### src/rtl/sslv_rx_pkg.sv
package sslv_rx_pkg;

    localparam int REG_W = 8;

    localparam logic [1:0] ADDR_RXCTL = 2'd0;
    localparam logic [1:0] ADDR_TXCTL = 2'd1;
    localparam logic [1:0] ADDR_RXDAT = 2'd2;

    localparam int RXB_PORT_EN = 7;
    localparam int RXB_NINE_EN = 6;
    localparam int RXB_SINGLE  = 5;
    localparam int RXB_CONT    = 4;
    localparam int RXB_ADDR_EN = 3;
    localparam int RXB_OVR     = 1;
    localparam int RXB_BIT9    = 0;

    localparam int TXB_CLK_SRC = 7;
    localparam int TXB_SYNC    = 4;

    localparam logic [REG_W-1:0] RX_RW_MASK = 8'hF8;
    localparam logic [REG_W-1:0] TX_RW_MASK = 8'hF5;
    localparam logic [REG_W-1:0] TX_RO_ONES = 8'h02;

    typedef enum logic [1:0] {
        RX_OFF   = 2'd0,
        RX_SHIFT = 2'd1,
        RX_DONE  = 2'd2
    } rx_state_t;

endpackage

### src/rtl/sslv_rx_sync.sv
module sslv_rx_sync #(
    parameter int STAGES = 2
) (
    input  logic clk,
    input  logic rst_n,
    input  logic sclk_raw,
    input  logic sdat_raw,
    output logic sclk_fall,
    output logic sdat_s
);

    logic [STAGES-1:0] clk_chain;
    logic [STAGES-1:0] dat_chain;
    logic              clk_prev;

    genvar g;
    generate
        for (g = 0; g < STAGES; g++) begin : g_stage
            if (g == 0) begin : g_first
                always_ff @(posedge clk or negedge rst_n) begin
                    if (!rst_n) begin
                        clk_chain[0] <= 1'b0;
                        dat_chain[0] <= 1'b0;
                    end else begin
                        clk_chain[0] <= sclk_raw;
                        dat_chain[0] <= sdat_raw;
                    end
                end
            end else begin : g_next
                always_ff @(posedge clk or negedge rst_n) begin
                    if (!rst_n) begin
                        clk_chain[g] <= 1'b0;
                        dat_chain[g] <= 1'b0;
                    end else begin
                        clk_chain[g] <= clk_chain[g-1];
                        dat_chain[g] <= dat_chain[g-1];
                    end
                end
            end
        end
    endgenerate

    always_ff @(posedge clk or negedge rst_n) begin
        if (!rst_n) clk_prev <= 1'b0;
        else        clk_prev <= clk_chain[STAGES-1];
    end

    assign sclk_fall = clk_prev & ~clk_chain[STAGES-1];
    assign sdat_s    = dat_chain[STAGES-1];

endmodule

### src/rtl/sslv_rx_shift.sv
module sslv_rx_shift
    import sslv_rx_pkg::*;
#(
    parameter int DATA_W = 8
) (
    input  logic            clk,
    input  logic            rst_n,
    input  logic            armed,
    input  logic            nine_en,
    input  logic            bit_fall,
    input  logic            bit_val,
    output logic            char_vld,
    output logic [DATA_W:0] char_data
);

    localparam int FRAME_W = DATA_W + 1;
    localparam int CNT_W   = $clog2(FRAME_W + 1);

    rx_state_t        state_q, state_d;
    logic [CNT_W-1:0] cnt_q;
    logic [DATA_W:0]  sr_q;
    logic [CNT_W-1:0] last_idx;
    logic             last_bit;

    assign last_idx = nine_en ? CNT_W'(FRAME_W - 1) : CNT_W'(DATA_W - 1);
    assign last_bit = bit_fall && (cnt_q == last_idx);

    always_comb begin
        state_d = state_q;
        unique case (state_q)
            RX_OFF:   if (armed) state_d = RX_SHIFT;
            RX_SHIFT: if (!armed) state_d = RX_OFF;
                      else if (last_bit) state_d = RX_DONE;
            RX_DONE:  state_d = armed ? RX_SHIFT : RX_OFF;
            default:  state_d = RX_OFF;
        endcase
    end

    always_ff @(posedge clk or negedge rst_n) begin
        if (!rst_n) state_q <= RX_OFF;
        else        state_q <= state_d;
    end

    always_ff @(posedge clk or negedge rst_n) begin
        if (!rst_n) begin
            cnt_q <= '0;
            sr_q  <= '0;
        end else if (state_q != RX_SHIFT) begin
            cnt_q <= '0;
            sr_q  <= '0;
        end else if (bit_fall) begin
            sr_q[cnt_q] <= bit_val;
            cnt_q       <= cnt_q + 1'b1;
        end
    end

    always_comb begin
        char_vld  = (state_q == RX_DONE);
        char_data = nine_en ? sr_q : {1'b0, sr_q[DATA_W-1:0]};
    end

    p_off_when_disarmed_r8: assert property (@(posedge clk) disable iff (!rst_n)
        !armed |=> state_q == RX_OFF);

    p_cnt_range_r2: assert property (@(posedge clk) disable iff (!rst_n)
        cnt_q <= CNT_W'(FRAME_W));

endmodule

### src/rtl/sslv_rx_fifo.sv
module sslv_rx_fifo #(
    parameter int WIDTH = 9,
    parameter int DEPTH = 2
) (
    input  logic             clk,
    input  logic             rst_n,
    input  logic             push,
    input  logic [WIDTH-1:0] push_data,
    input  logic             pop,
    output logic [WIDTH-1:0] head,
    output logic             empty,
    output logic             full
);

    localparam int PTR_W = (DEPTH > 1) ? $clog2(DEPTH) : 1;
    localparam int CNT_W = $clog2(DEPTH + 1);

    logic [WIDTH-1:0] mem_q [DEPTH];
    logic [PTR_W-1:0] wr_ptr_q, rd_ptr_q;
    logic [CNT_W-1:0] cnt_q;

    function automatic logic [PTR_W-1:0] bump(input logic [PTR_W-1:0] p);
        return (p == PTR_W'(DEPTH - 1)) ? '0 : p + 1'b1;
    endfunction

    always_ff @(posedge clk or negedge rst_n) begin
        if (!rst_n) begin
            wr_ptr_q <= '0;
            rd_ptr_q <= '0;
            cnt_q    <= '0;
        end else begin
            if (push) wr_ptr_q <= bump(wr_ptr_q);
            if (pop)  rd_ptr_q <= bump(rd_ptr_q);
            if (push && !pop)      cnt_q <= cnt_q + 1'b1;
            else if (pop && !push) cnt_q <= cnt_q - 1'b1;
        end
    end

    always_ff @(posedge clk) begin
        if (push) mem_q[wr_ptr_q] <= push_data;
    end

    assign empty = (cnt_q == '0);
    assign full  = (cnt_q == CNT_W'(DEPTH));
    assign head  = empty ? '0 : mem_q[rd_ptr_q];

    p_count_bound_r4: assert property (@(posedge clk) disable iff (!rst_n)
        cnt_q <= CNT_W'(DEPTH));

    p_no_push_full_r6: assert property (@(posedge clk) disable iff (!rst_n)
        full |-> !push);

    p_no_pop_empty_r4: assert property (@(posedge clk) disable iff (!rst_n)
        empty |-> !pop);

endmodule

### src/rtl/sync_slave_rx.sv
module sync_slave_rx
    import sslv_rx_pkg::*;
#(
    parameter int DATA_W      = 8,
    parameter int FIFO_DEPTH  = 2,
    parameter int SYNC_STAGES = 2
) (
    input  logic             clk,
    input  logic             rst_n,
    input  logic             sclk_in,
    input  logic             sdata_in,
    input  logic [1:0]       reg_addr,
    input  logic             reg_wr,
    input  logic [REG_W-1:0] reg_wdata,
    input  logic             reg_rd,
    output logic [REG_W-1:0] reg_rdata,
    input  logic             rx_int_en,
    input  logic             sleep_i,
    output logic             rx_flag,
    output logic             irq_o,
    output logic             wake_o
);

    localparam int ENTRY_W = DATA_W + 1;

    logic [REG_W-1:0]   rxc_q, txc_q;
    logic               ovr_q;
    logic               port_en, nine_en, cont_en, addr_en, clk_src, sync_en;
    logic               armed;
    logic               sclk_fall, sdat_s;
    logic               char_vld;
    logic [DATA_W:0]    char_data;
    logic               fifo_push, fifo_pop, fifo_empty, fifo_full;
    logic [ENTRY_W-1:0] fifo_head;
    logic [REG_W-1:0]   rx_view, tx_view, dat_view;

    assign port_en = rxc_q[RXB_PORT_EN];
    assign nine_en = rxc_q[RXB_NINE_EN];
    assign cont_en = rxc_q[RXB_CONT];
    assign addr_en = rxc_q[RXB_ADDR_EN];
    assign clk_src = txc_q[TXB_CLK_SRC];
    assign sync_en = txc_q[TXB_SYNC];

    assign armed = port_en && cont_en && sync_en && !clk_src && !addr_en;

    always_ff @(posedge clk or negedge rst_n) begin
        if (!rst_n) begin
            rxc_q <= '0;
            txc_q <= '0;
        end else if (reg_wr) begin
            if (reg_addr == ADDR_RXCTL) rxc_q <= reg_wdata & RX_RW_MASK;
            if (reg_addr == ADDR_TXCTL) txc_q <= reg_wdata & TX_RW_MASK;
        end
    end

    sslv_rx_sync #(.STAGES(SYNC_STAGES)) u_sync (
        .clk       (clk),
        .rst_n     (rst_n),
        .sclk_raw  (sclk_in),
        .sdat_raw  (sdata_in),
        .sclk_fall (sclk_fall),
        .sdat_s    (sdat_s)
    );

    sslv_rx_shift #(.DATA_W(DATA_W)) u_shift (
        .clk       (clk),
        .rst_n     (rst_n),
        .armed     (armed),
        .nine_en   (nine_en),
        .bit_fall  (sclk_fall),
        .bit_val   (sdat_s),
        .char_vld  (char_vld),
        .char_data (char_data)
    );

    assign fifo_push = char_vld && !fifo_full && !ovr_q;
    assign fifo_pop  = reg_rd && (reg_addr == ADDR_RXDAT) && !fifo_empty;

    always_ff @(posedge clk or negedge rst_n) begin
        if (!rst_n)                       ovr_q <= 1'b0;
        else if (!cont_en)                ovr_q <= 1'b0;
        else if (char_vld && fifo_full)   ovr_q <= 1'b1;
    end

    sslv_rx_fifo #(.WIDTH(ENTRY_W), .DEPTH(FIFO_DEPTH)) u_fifo (
        .clk       (clk),
        .rst_n     (rst_n),
        .push      (fifo_push),
        .push_data (char_data),
        .pop       (fifo_pop),
        .head      (fifo_head),
        .empty     (fifo_empty),
        .full      (fifo_full)
    );

    always_comb begin
        rx_view           = rxc_q & RX_RW_MASK;
        rx_view[RXB_OVR]  = ovr_q;
        rx_view[RXB_BIT9] = fifo_head[DATA_W];
        tx_view           = (txc_q & TX_RW_MASK) | TX_RO_ONES;
        dat_view          = REG_W'(fifo_head[DATA_W-1:0]);
        case (reg_addr)
            ADDR_RXCTL: reg_rdata = rx_view;
            ADDR_TXCTL: reg_rdata = tx_view;
            ADDR_RXDAT: reg_rdata = dat_view;
            default:    reg_rdata = '0;
        endcase
    end

    assign rx_flag = !fifo_empty;
    assign irq_o   = rx_flag && rx_int_en;
    assign wake_o  = irq_o && sleep_i;

    p_ovr_hold_r7: assert property (@(posedge clk) disable iff (!rst_n)
        ovr_q && cont_en && !(reg_wr && reg_addr == ADDR_RXCTL) |=> ovr_q);

    p_ovr_clear_r7: assert property (@(posedge clk) disable iff (!rst_n)
        !cont_en |=> !ovr_q);

    p_blocked_r6: assert property (@(posedge clk) disable iff (!rst_n)
        ovr_q |-> !fifo_push);

    p_push_armed_r8: assert property (@(posedge clk) disable iff (!rst_n)
        fifo_push |-> $past(armed));

endmodule

### config.mk
export PLATFORM = sky130hd
export DESIGN_NAME = sync_slave_rx
export DESIGN_NICKNAME = d
export VERILOG_FILES = /design/src/rtl/sslv_rx_pkg.sv /design/src/rtl/sslv_rx_sync.sv /design/src/rtl/sslv_rx_shift.sv /design/src/rtl/sslv_rx_fifo.sv /design/src/rtl/sync_slave_rx.sv
export SDC_FILE = /design/constraint.sdc
export NUM_CORES = 1
export LEC_CHECK = 0
export ABC_AREA = 1
export ABC_CLOCK_PERIOD_IN_PS = 2250
export BUFFER_PORTS_ARGS = -buffer_cell sky130_fd_sc_hd__buf_2
export CORE_MARGIN = 10
export CORE_UTILIZATION = 58
export CTS_CLUSTER_SIZE = 8
export DETAILED_ROUTE_END_ITERATION = 16
export GPL_TIMING_DRIVEN = 1
export PLACE_DENSITY = 0.79
export SLEW_MARGIN = 0
export SYNTH_ARGS = -nofsm -noshare
export SYNTH_HDL_FRONTEND = slang
export SYNTH_SLANG_ARGS = --single-unit
### constraint.sdc
create_clock -name clk -period 2.25 [get_ports clk]
set_input_delay 0.5625 -clock clk [delete_from_list [all_inputs] [get_ports clk]]
set_output_delay 0.5625 -clock clk [all_outputs]
set_load 0.02 [all_outputs]
==> flow_metrics.py, run 1 <==
metrics = {
    "worst_setup_path": {
        "setup.worst_path.class": "reg2out",
        "worstPathRequired_ps": 1690,
        "path_buf_inv": 2,
        "end_kind": "primary output",
        "cp.depth": 4,
        "cp_max_fo": 10,
        "reg2reg_depth": 9,
        "path_cells": "inv_2 -> nor2_1 -> o31ai_1 -> buf_2",
        "cp_top_family": "flip-flops",
        "crit_arrival_ps": 1530,
        "critPathMaxStageDelay_ps": 520,
        "critPathSlowestCell": "dfrtp_1",
        "start_kind": "flip-flop",
    },
    "synthesis": {
        "synth_cell_types": 23,
        "yosys.cell_count.top_type": "nand2_1",
        "async_reset_ff_share_pct": 66.7,
        "synth_area_leaders": "dfrtp_1 (37%), edfxtp_1 (22%), nand2_1 (12%)",
        "yosys.area.top_type": "dfrtp_1",
        "synth_flop_cell": "dfrtp_1",
        "synth_cells": 269,
        "netlist_top_cells_count": "nand2_1 (80), dfrtp_1 (36), inv_1 (26), nor2_1 (25), nand3_1 (20)",
        "ys_ff_latch": 54,
        "synth_top_area_share_pct": 37.0,
        "synth.avg_cell_area_um2": 9.04,
        "syn-num-nets": 292,
        "yosysWarningCount": 0,
        "synth-edff-count": 18,
        "synth_area_um2": 2430,
        "yosysSeqAreaShare_pct": 59.3,
    },
    "detailed_routing": {
        "wirelength_um": 4540,
        "first_pass_iters": 4,
        "ant_nets": 0,
        "vias_per_cell": 5.02,
        "drc_errors": 0,
        "drt_iter0_drc": 130,
        "wl_per_cell_um": 12.8,
        "vias": 1776,
    },
    "clock_tree": {
        "cts_tree": "built",
        "clk_pin_slew_ps": 90,
        "hold_buffers": 0,
        "cts.sinks": 54,
        "cts.path.max_buffers": 2,
        "cts-root-buf": "clkbuf_8",
        "cts_resized": 0,
        "post-cts-setup-buffers": 0,
        "insertion_delay_ps": 300,
        "cts_buffers": 5,
        "h-tree-depth": 2,
    },
    "finish": {
        "final_area_um2": 2750,
        "fin_util_pct": 68.1,
        "drive_gt1_share_pct": 19.1,
        "fill_cells": 329,
        "diodes": 0,
        "multi_input_area_um2": 842,
        "syn2layout_area_growth_pct": 12.9,
        "seqCellArea_um2": 1440,
        "nNetsFinal": 326,
    },
    "global_route": {
        "grt_antenna_before_repair": 0,
        "grt_pass1_vias": 1800,
        "gr-total-overflow": 0,
        "grt_max_degree": 37,
        "grt_pass1_wl_um": 7920,
        "grt_usage_pct": 13.4,
    },
    "timing": {
        "post-route-period-util_pct": 92.9,
        "relSlewSlack_pct": 47.4,
        "min_period_ps": 2090,
        "hold_violations": 0,
        "setup_viol_count_final": 0,
        "final_max_slew_viol_count": 0,
        "tns_ps": 0,
        "clock_skew_ps": 3.91,
        "fmax_mhz": 478,
        "worstMarginPinSlew_ps": 789,
        "grt_setup_unrepaired": "no",
        "worst_slack_ps": 160,
    },
    "power": {
        "powerDensity_nw_per_um2": 805,
        "power_mw": 2.21,
        "leakagePower_nw": 1.38,
        "vdd_ir_drop_max_uv": 592,
    },
    "die": {
        "io_pins": 29,
        "core_area_um2": 4030,
        "rows": 23,
        "die_w_um": 84.8,
        "start_util_pct": 60.4,
        "dieHeight_um": 84.8,
        "die_area_um2": 7180,
    },
    "flow_run": {
        "drv_cap": 0,
    },
    "placed_design": {
        "gp_congestion": 0.810,
        "place_area_um2": 2640,
        "dp_slack_ps": 306,
        "portBuffers": 27,
        "hpwl_um": 3390,
    },
    "outcome": {
        "status": "completed",
    },
    "worst_hold_path": {
        "hp-class": "in2async",
    },
}
[metal layers]
metal | vias to the layer above | share of wire [%] | GRT usage, %
li1 | 918 | - | -
met1 | 813 | 43 | 15.3
met2 | 33 | 49 | 22.1
met3 | 12 | 5.6 | 4.35
met4 | 0 | 2.3 | 6.44
met5 | - | 0 | 0
[kinds of logic after synthesis]
family	after synthesis	synth area share (%)
AO/OA/AOI/OAI	28	6.28
XOR/XNOR	4	1.44
adder cells (fa/ha/maj)	5	2.57
buffers and inverters	39	6.12
flip-flops	54	59.3
AND/OR/NAND/NOR	139	24.3
[metrics by stage]
stage | std cells | hold WS, ps
floorplan | 269 | 267
global placement | 346 | 336
detailed placement | 346 | 340
CTS | 354 | 348
global route | 354 | 344
finish | 354 | 336
[state kept, by name, indices dropped and copies added (netlist names), 2 cells and up]
name and cells:
rxc_q 5, txc_q 6, u_shift.cnt_q 4, u_shift.sr_q 9, u_shift.state_q 2, u_sync.clk_chain 2
u_fifo.mem_q 18, u_fifo.cnt_q 2
[where the power goes]
part,internal (mW),switching (mW)
clock network,0.332,0.292
registers,1.07,0.0795
logic,0.143,0.288
total,1.55,0.659
[worst paths after layout]
path                                      from                   to  slack, ps
min reg2reg                u_sync.clk_chain[0]  u_sync.clk_chain[1]        360
min in group clk                       sclk_in  u_sync.clk_chain[0]        360
max in group asynchronous                rst_n             rxc_q[7]       1420
max                            u_fifo.rd_ptr_q         reg_rdata[3]        160
max reg2reg                    u_fifo.cnt_q[1]      u_fifo.cnt_q[1]        610
min                                      rst_n      u_fifo.rd_ptr_q        340
[placed cells by master (no fill, tap or decap), types with 3 or more instances in the layout]
master | synthesis | routed
xor2_1 | 3 | 3
inv_2 | 11 | 11
nor2_1 | 25 | 25
clkbuf_8 | 0 | 5
dfrtp_1 | 36 | 36
o31ai_1 | 3 | 3
nand3_1 | 20 | 20
edfxtp_1 | 18 | 18
o21ai_1 | 19 | 19
a21oi_1 | 3 | 3
inv_1 | 26 | 26
nor2_2 | 5 | 5
ha_1 | 5 | 5
buf_2 | 2 | 27
nand2_1 | 80 | 80
nand2_2 | 4 | 4
[cell type report]
| cell class | instances | area share, % |
|---|---|---|
| Sequential cell | 54 | 52.5 |
| Inverter | 37 | 5.06 |
| Timing Repair Buffer | 29 | 5.47 |
| Clock inverter | 2 | 1.37 |
| Clock buffer | 6 | 2.64 |
| Tap cell | 50 | 2.28 |
| Multi-Input combinational cell | 176 | 30.7 |
Note: power is estimated with default switching activity, not from simulation.
==> run 2, diff against run 1 <==
--- a/constraint.sdc
+++ b/constraint.sdc
@@ -3,2 +3,2 @@
 set_output_delay 0.5625 -clock clk [all_outputs]
-set_load 0.02 [all_outputs]
+set_load 0.05 [all_outputs]
==> run 2 against run 1 <==
Effect of this change:
- critical path depth grew 3
- maximum frequency decreased by 1.1%
- critical path type unchanged
- largest cell class unchanged
- global-route usage down 0.10 points
- non-clock buffer count did not move
- die area did not move
- total power is 6.5% higher
- register-to-register slack worse by 40 ps
- combinational power increased by 32%
- via count increased by 1.1%
- clock skew is 4.5 ps higher
- first-iteration DRC count increased by 13%
==> flow_metrics.py, run 2 (synthesis gave the netlist of run 1 again) <==
metrics = {
    "timing": {
        "final_max_slew_viol_count": 0,
        "setup_viol_count_final": 0,
        "worstMarginPinSlew_ps": 794,
        "relSlewSlack_pct": 47.1,
        "clock_skew_ps": 8.40,
        "hold_violations": 0,
        "fmax_mhz": 473,
        "hold_ws_ps": 346,
        "grt_setup_unrepaired": "no",
        "min_period_ps": 2110,
        "post-route-period-util_pct": 93.9,
    },
    "die": {
        "die_w_um": 84.8,
        "dieHeight_um": 84.8,
        "rows": 23,
        "core_area_um2": 4030,
        "start_util_pct": 60.4,
        "io_pins": 29,
        "die_area_um2": 7180,
    },
    "worst_setup_path": {
        "path_cells": "inv_2 -> nand2_1 -> nand2_2 -> inv_2 -> nand2_1 -> nand3_1 -> buf_2",
        "cp_max_fo": 5,
        "end_kind": "primary output",
        "critPathSlowestCell": "dfrtp_1",
        "crit_arrival_ps": 1550,
        "setup.worst_path.class": "reg2out",
        "cp_top_family": "buffers and inverters",
        "critPathMaxStageDelay_ps": 410,
        "worstPathRequired_ps": 1690,
        "start_kind": "flip-flop",
        "path_buf_inv": 3,
    },
    "finish": {
        "final_common_cell": "nand2_1",
        "drive_gt1_share_pct": 20.7,
        "largest_registers": "u_fifo.mem_q x18, u_shift.sr_q x9, txc_q x6",
        "largest_reg_flops": 18,
        "syn2layout_area_growth_pct": 13.9,
        "multi_input_area_um2": 862,
        "top_register": "u_fifo.mem_q",
        "instances_no_fill": 354,
        "diodes": 0,
        "fill_cells": 326,
        "final_cell_mix": "nand2_1 (80), dfrtp_1 (35), inv_1 (26), buf_2 (26), nor2_1 (25)",
        "seqCellArea_um2": 1440,
        "nNetsFinal": 326,
    },
    "global_route": {
        "grt_antenna_before_repair": 0,
        "grt_max_degree": 37,
        "grt_pass1_vias": 1788,
        "gr-total-overflow": 0,
        "grt_pass1_wl_um": 7920,
        "grt_usage_pct": 13.3,
    },
    "detailed_routing": {
        "first_pass_iters": 4,
        "vias": 1796,
        "ant_nets": 0,
        "wirelength_um": 4520,
        "vias_per_cell": 5.07,
        "drc_errors": 0,
        "drt_iter0_drc": 147,
        "wl_per_cell_um": 12.8,
    },
    "placed_design": {
        "portBuffers": 27,
        "hpwl_um": 3450,
        "gp_congestion": 0.852,
        "placed_cells": 346,
    },
    "power": {
        "p_seq_share_pct": 49.3,
        "comb_power_share_pct": 24.1,
        "clkPwrFrac_pct": 26.6,
        "leakagePower_nw": 1.39,
        "powerDensity_nw_per_um2": 849,
        "netSwitchingFraction_pct": 33.1,
        "internal-power_mw": 1.57,
        "vdd_ir_drop_max_uv": 602,
        "switchingPower_mw": 0.780,
    },
    "flow_run": {
        "drv_cap": 0,
    },
    "clock_tree": {
        "cts_tree": "built",
        "h-tree-depth": 2,
        "insertion_delay_ps": 290,
        "clk_pin_slew_ps": 90,
        "cts_buffers": 5,
        "cts-root-buf": "clkbuf_8",
        "post-cts-setup-buffers": 0,
        "cts.sinks": 54,
        "cts.path.max_buffers": 2,
    },
    "worst_hold_path": {
        "hp-class": "in2async",
    },
    "outcome": {
        "status": "completed",
    },
}
[run 2: cell count changes in the layout (fill, tap and decap cells not counted), sizes merged]
cell / before / now
clkbuf: 6 / 8
buf: 29 / 28
clkinvlp: 1 / 0
[run 2: power groups by stage]
stage	clock (mW)	combinational (mW)	sequential, mW
6_report	0.626	0.567	1.16
5_1_grt	0.687	0.634	1.17
4_1_cts	0.643	0.572	1.15
3_5_place_dp	0	0.571	1.17
3_3_place_gp	0	0.558	1.17
2_1_floorplan	0	0.459	1.13
[run 2: what timing repair did]
action / CTS / global route
hold buffers: 0 / 0
endpoints found under the hold margin: 0 / 0
setup endpoints to repair: 0 / 8
resized for setup: 0 / 3
[run 2: stage by stage]
stage / worst slack [ps] / area (um2) / util (%) / TNS [ps] / total power, mW
finish: 137 / 2770 / 68.8 / 0 / 2.35
global route: 5.68 / 2770 / 68.8 / 0 / 2.49
CTS: 49.1 / 2770 / 68.6 / 0 / 2.37
detailed placement: 185 / 2660 / 65.9 / 0 / 1.75
global placement: 184 / 2660 / 65.9 / 0 / 1.73
floorplan: -95.2 / 2450 / - / -286 / 1.59
[run 2: worst paths after layout]
check / start / to / slack (ps) / cells after the start
worst max-delay path: u_fifo.cnt_q[0] / reg_rdata[7] / 140 / 7
worst min register to register: u_sync.dat_chain[0] / u_sync.sdat_s / 350 / 0
worst min-delay path: rst_n / u_fifo.rd_ptr_q / 350 / 1
max in group asynchronous: rst_n / u_fifo.rd_ptr_q / 1370 / 1
worst max register to register: u_fifo.cnt_q[0] / u_fifo.cnt_q[1] / 570 / 9
min in group clk: u_sync.dat_chain[0] / u_sync.sdat_s / 350 / 0
[run 2: layer usage]
layer,vias up,share of wire [%],track usage (%)
li1,923,-,-
met3,6,5.7,4.35
met1,830,44,16.2
met4,0,1.4,3.59
met5,-,0,0
met2,37,49,22.0
[run 2: final cells by class]
type	instances	share of cell area [%]
clock buffers	7	2.89
well taps	50	2.26
flip-flops and latches	54	52.1
clock inverters	1	1.08
inverters	37	5.10
repair buffers	29	5.51
multi-input cells	176	31.1
==> run 3, diff against run 2 <==
- SYNTH_HIERARCHICAL: not set -> 1
==> run 3 against run 2 <==
Effect of this change:
- flip-flop and latch count unchanged
- synthesized cell count increased by 13%
- critical path depth decreased by 1
- utilization decreased by 5.4 points
- critical path type unchanged
- wire length increased by 12%
- maximum frequency decreased by 2.8%
- sequential power about the same
- clock skew decreased by 4.1 ps
- count of clock-buffer cells in the layout unchanged
==> flow_metrics.py, run 3 <==
metrics = {
    "power": {
        "powerDensity_nw_per_um2": 814,
        "leakagePower_nw": 1.45,
        "vdd_ir_drop_max_uv": 494,
        "power_mw": 2.40,
    },
    "finish": {
        "diodes": 0,
        "syn2layout_area_growth_pct": 6.79,
        "drive_gt1_share_pct": 20.6,
        "largest_registers": "u_fifo/mem_q x18, u_shift/sr_q x9, txc_q x6",
        "final_cell_mix": "nand2_1 (84), dfrtp_1 (35), nand3_1 (31)",
        "final_common_cell": "nand2_1",
        "nNetsFinal": 348,
        "largest_reg_flops": 18,
        "top_register": "u_fifo/mem_q",
        "fill_cells": 398,
    },
    "timing": {
        "post-route-period-util_pct": 96.6,
        "grt_setup_unrepaired": "no",
        "worst_slack_ps": 76.7,
        "min_period_ps": 2170,
        "hold_violations": 0,
        "tns_ps": 0,
        "final_max_slew_viol_count": 0,
        "worstMarginPinSlew_ps": 605,
        "relSlewSlack_pct": 59.6,
        "hold_ws_ps": 297,
        "clock_skew_ps": 4.34,
        "fmax_mhz": 460,
        "setup_viol_count_final": 0,
    },
    "die": {
        "die_area_um2": 7930,
        "rows": 25,
        "core_area_um2": 4660,
        "die_w_um": 89.0,
        "io_pins": 29,
        "start_util_pct": 59.3,
        "dieHeight_um": 89.0,
    },
    "worst_setup_path": {
        "rr_endpoint": "u_fifo/mem_q[1][2]",
        "critPathSlowestCell": "dfrtp_2",
        "worstPathRequired_ps": 1690,
        "cp_max_fo": 9,
        "path_buf_inv": 2,
        "reg2reg_setup_slack_ps": 590,
        "path_cells": "clkinvlp_4 -> nand2_1 -> a21oi_1 -> nand3_1 -> nand3_1 -> clkbuf_4",
        "crit_arrival_ps": 1610,
        "cp_top_family": "flip-flops",
        "r2r_start": "u_shift/state_q[0]",
        "critPathMaxStageDelay_ps": 470,
        "cpMostUsedCell": "nand3_1",
        "end_kind": "primary output",
        "setup.worst_path.class": "reg2out",
        "reg2reg_depth": 5,
        "start_kind": "flip-flop",
    },
    "synthesis": {
        "synth_flop_cell": "dfrtp_1",
        "synth.avg_cell_area_um2": 9.07,
        "synth_cell_types": 32,
        "synth-edff-count": 18,
        "synth_area_um2": 2770,
        "ys_ff_latch": 54,
        "netlist_top_cells_count": "nand2_1 (84), dfrtp_1 (36), nand3_1 (31), inv_1 (30), nor2_1 (21)",
        "yosys.cell_count.top_type": "nand2_1",
        "yosys.area.top_type": "dfrtp_1",
        "synth_cells": 305,
        "async_reset_ff_share_pct": 66.7,
        "synth_area_leaders": "dfrtp_1 (33%), edfxtp_1 (20%), nand2_1 (11%)",
        "yosysWarningCount": 6,
        "syn-num-nets": 328,
        "synth_top_area_share_pct": 32.6,
        "yosysSeqAreaShare_pct": 52.1,
    },
    "detailed_routing": {
        "wl_per_cell_um": 13.3,
        "ant_nets": 0,
        "first_pass_iters": 4,
        "vias_per_cell": 5.18,
        "wirelength_um": 5040,
        "drc_errors": 0,
        "drt_iter0_drc": 107,
        "vias": 1967,
    },
    "global_route": {
        "grt_antenna_before_repair": 0,
        "grt_usage_pct": 13.5,
        "grt_pass1_vias": 1888,
        "grt_pass1_wl_um": 8350,
        "grt_max_degree": 37,
        "gr-total-overflow": 0,
    },
    "clock_tree": {
        "h-tree-depth": 2,
        "cts_resized": 1,
        "hold_buffers": 0,
        "insertion_delay_ps": 300,
        "cts.sinks": 54,
        "cts-root-buf": "clkbuf_8",
        "cts.path.max_buffers": 2,
        "post-cts-setup-buffers": 0,
        "cts_tree": "built",
        "clk_pin_slew_ps": 90,
        "cts_buffers": 5,
    },
    "placed_design": {
        "hpwl_um": 3620,
        "dp_slack_ps": 193,
        "gp_congestion": 0.890,
        "portBuffers": 27,
    },
    "flow_run": {
        "drv_cap": 0,
    },
    "outcome": {
        "status": "completed",
    },
    "worst_hold_path": {
        "hp-class": "in2async",
    },
}
==> run 3: changes by cell type in the layout (fill, tap and decap cells not counted), moves of 5 or more <==
cell | previous run | this run
a21oi_1 | 3 | 10
buf_2 | 26 | 21
inv_2 | 10 | 2
nand3_1 | 20 | 31
nand4_1 | 1 | 10
o21ai_1 | 19 | 2
==> run 3: worst max-delay path by stage <==
stage | start | endpoint | slack [ps] | cells past startpoint
after CTS | u_fifo/rd_ptr_q | reg_rdata[5] | 0.3 | 6
after floorplan | u_fifo/cnt_q[0] | wake_o | 260 | 3
after global placement | reg_addr[0] | reg_rdata[5] | 210 | 5
final | u_fifo/rd_ptr_q | reg_rdata[5] | 80 | 6
after detailed placement | reg_addr[0] | reg_rdata[5] | 190 | 5
after global routing | u_fifo/cnt_q[0] | reg_rdata[7] | 7 | 5
==> run 3: final cells by class <==
type | instances | area (um2) | area share, %
Tap cell | 54 | 67.6 | 2.29
Timing Repair Buffer | 30 | 176 | 5.97
Inverter | 36 | 144 | 4.87
Multi-Input combinational cell | 198 | 1030 | 34.9
Clock buffer | 7 | 86.3 | 2.92
Sequential cell | 54 | 1440 | 48.9
Clock inverter | 1 | 5.00 | 0.169
==> run 3: cells by family after synthesis <==
family                   after synthesis  synth area share (%)
AO/OA/AOI/OAI                         22                  4.93
XOR/XNOR                               3                 0.950
adder cells (fa/ha/maj)                5                  2.26
buffers and inverters                 53                  10.9
flip-flops                            54                  52.1
AND/OR/NAND/NOR                      168                  28.8
==> run 3: routing by layer <==
layer	global-route usage [%]	wire length, um
met2	23.1	2450
met5	0	0
met1	15.8	2260
met4	4.91	73
met3	3.83	258
==> run 3: where the power goes <==
part | internal (mW) | switching (mW)
sequential | 1.08 | 0.0797
clock | 0.249 | 0.298
combinational | 0.208 | 0.494
total | 1.53 | 0.871
==> run 3: per-stage QoR <==
stage,util (%),area (um2),cells
global route,63.4,2950,380
CTS,62.8,2930,380
floorplan,-,2770,305
finish,63.4,2950,380
global placement,60.7,2830,372
detailed placement,60.7,2830,372
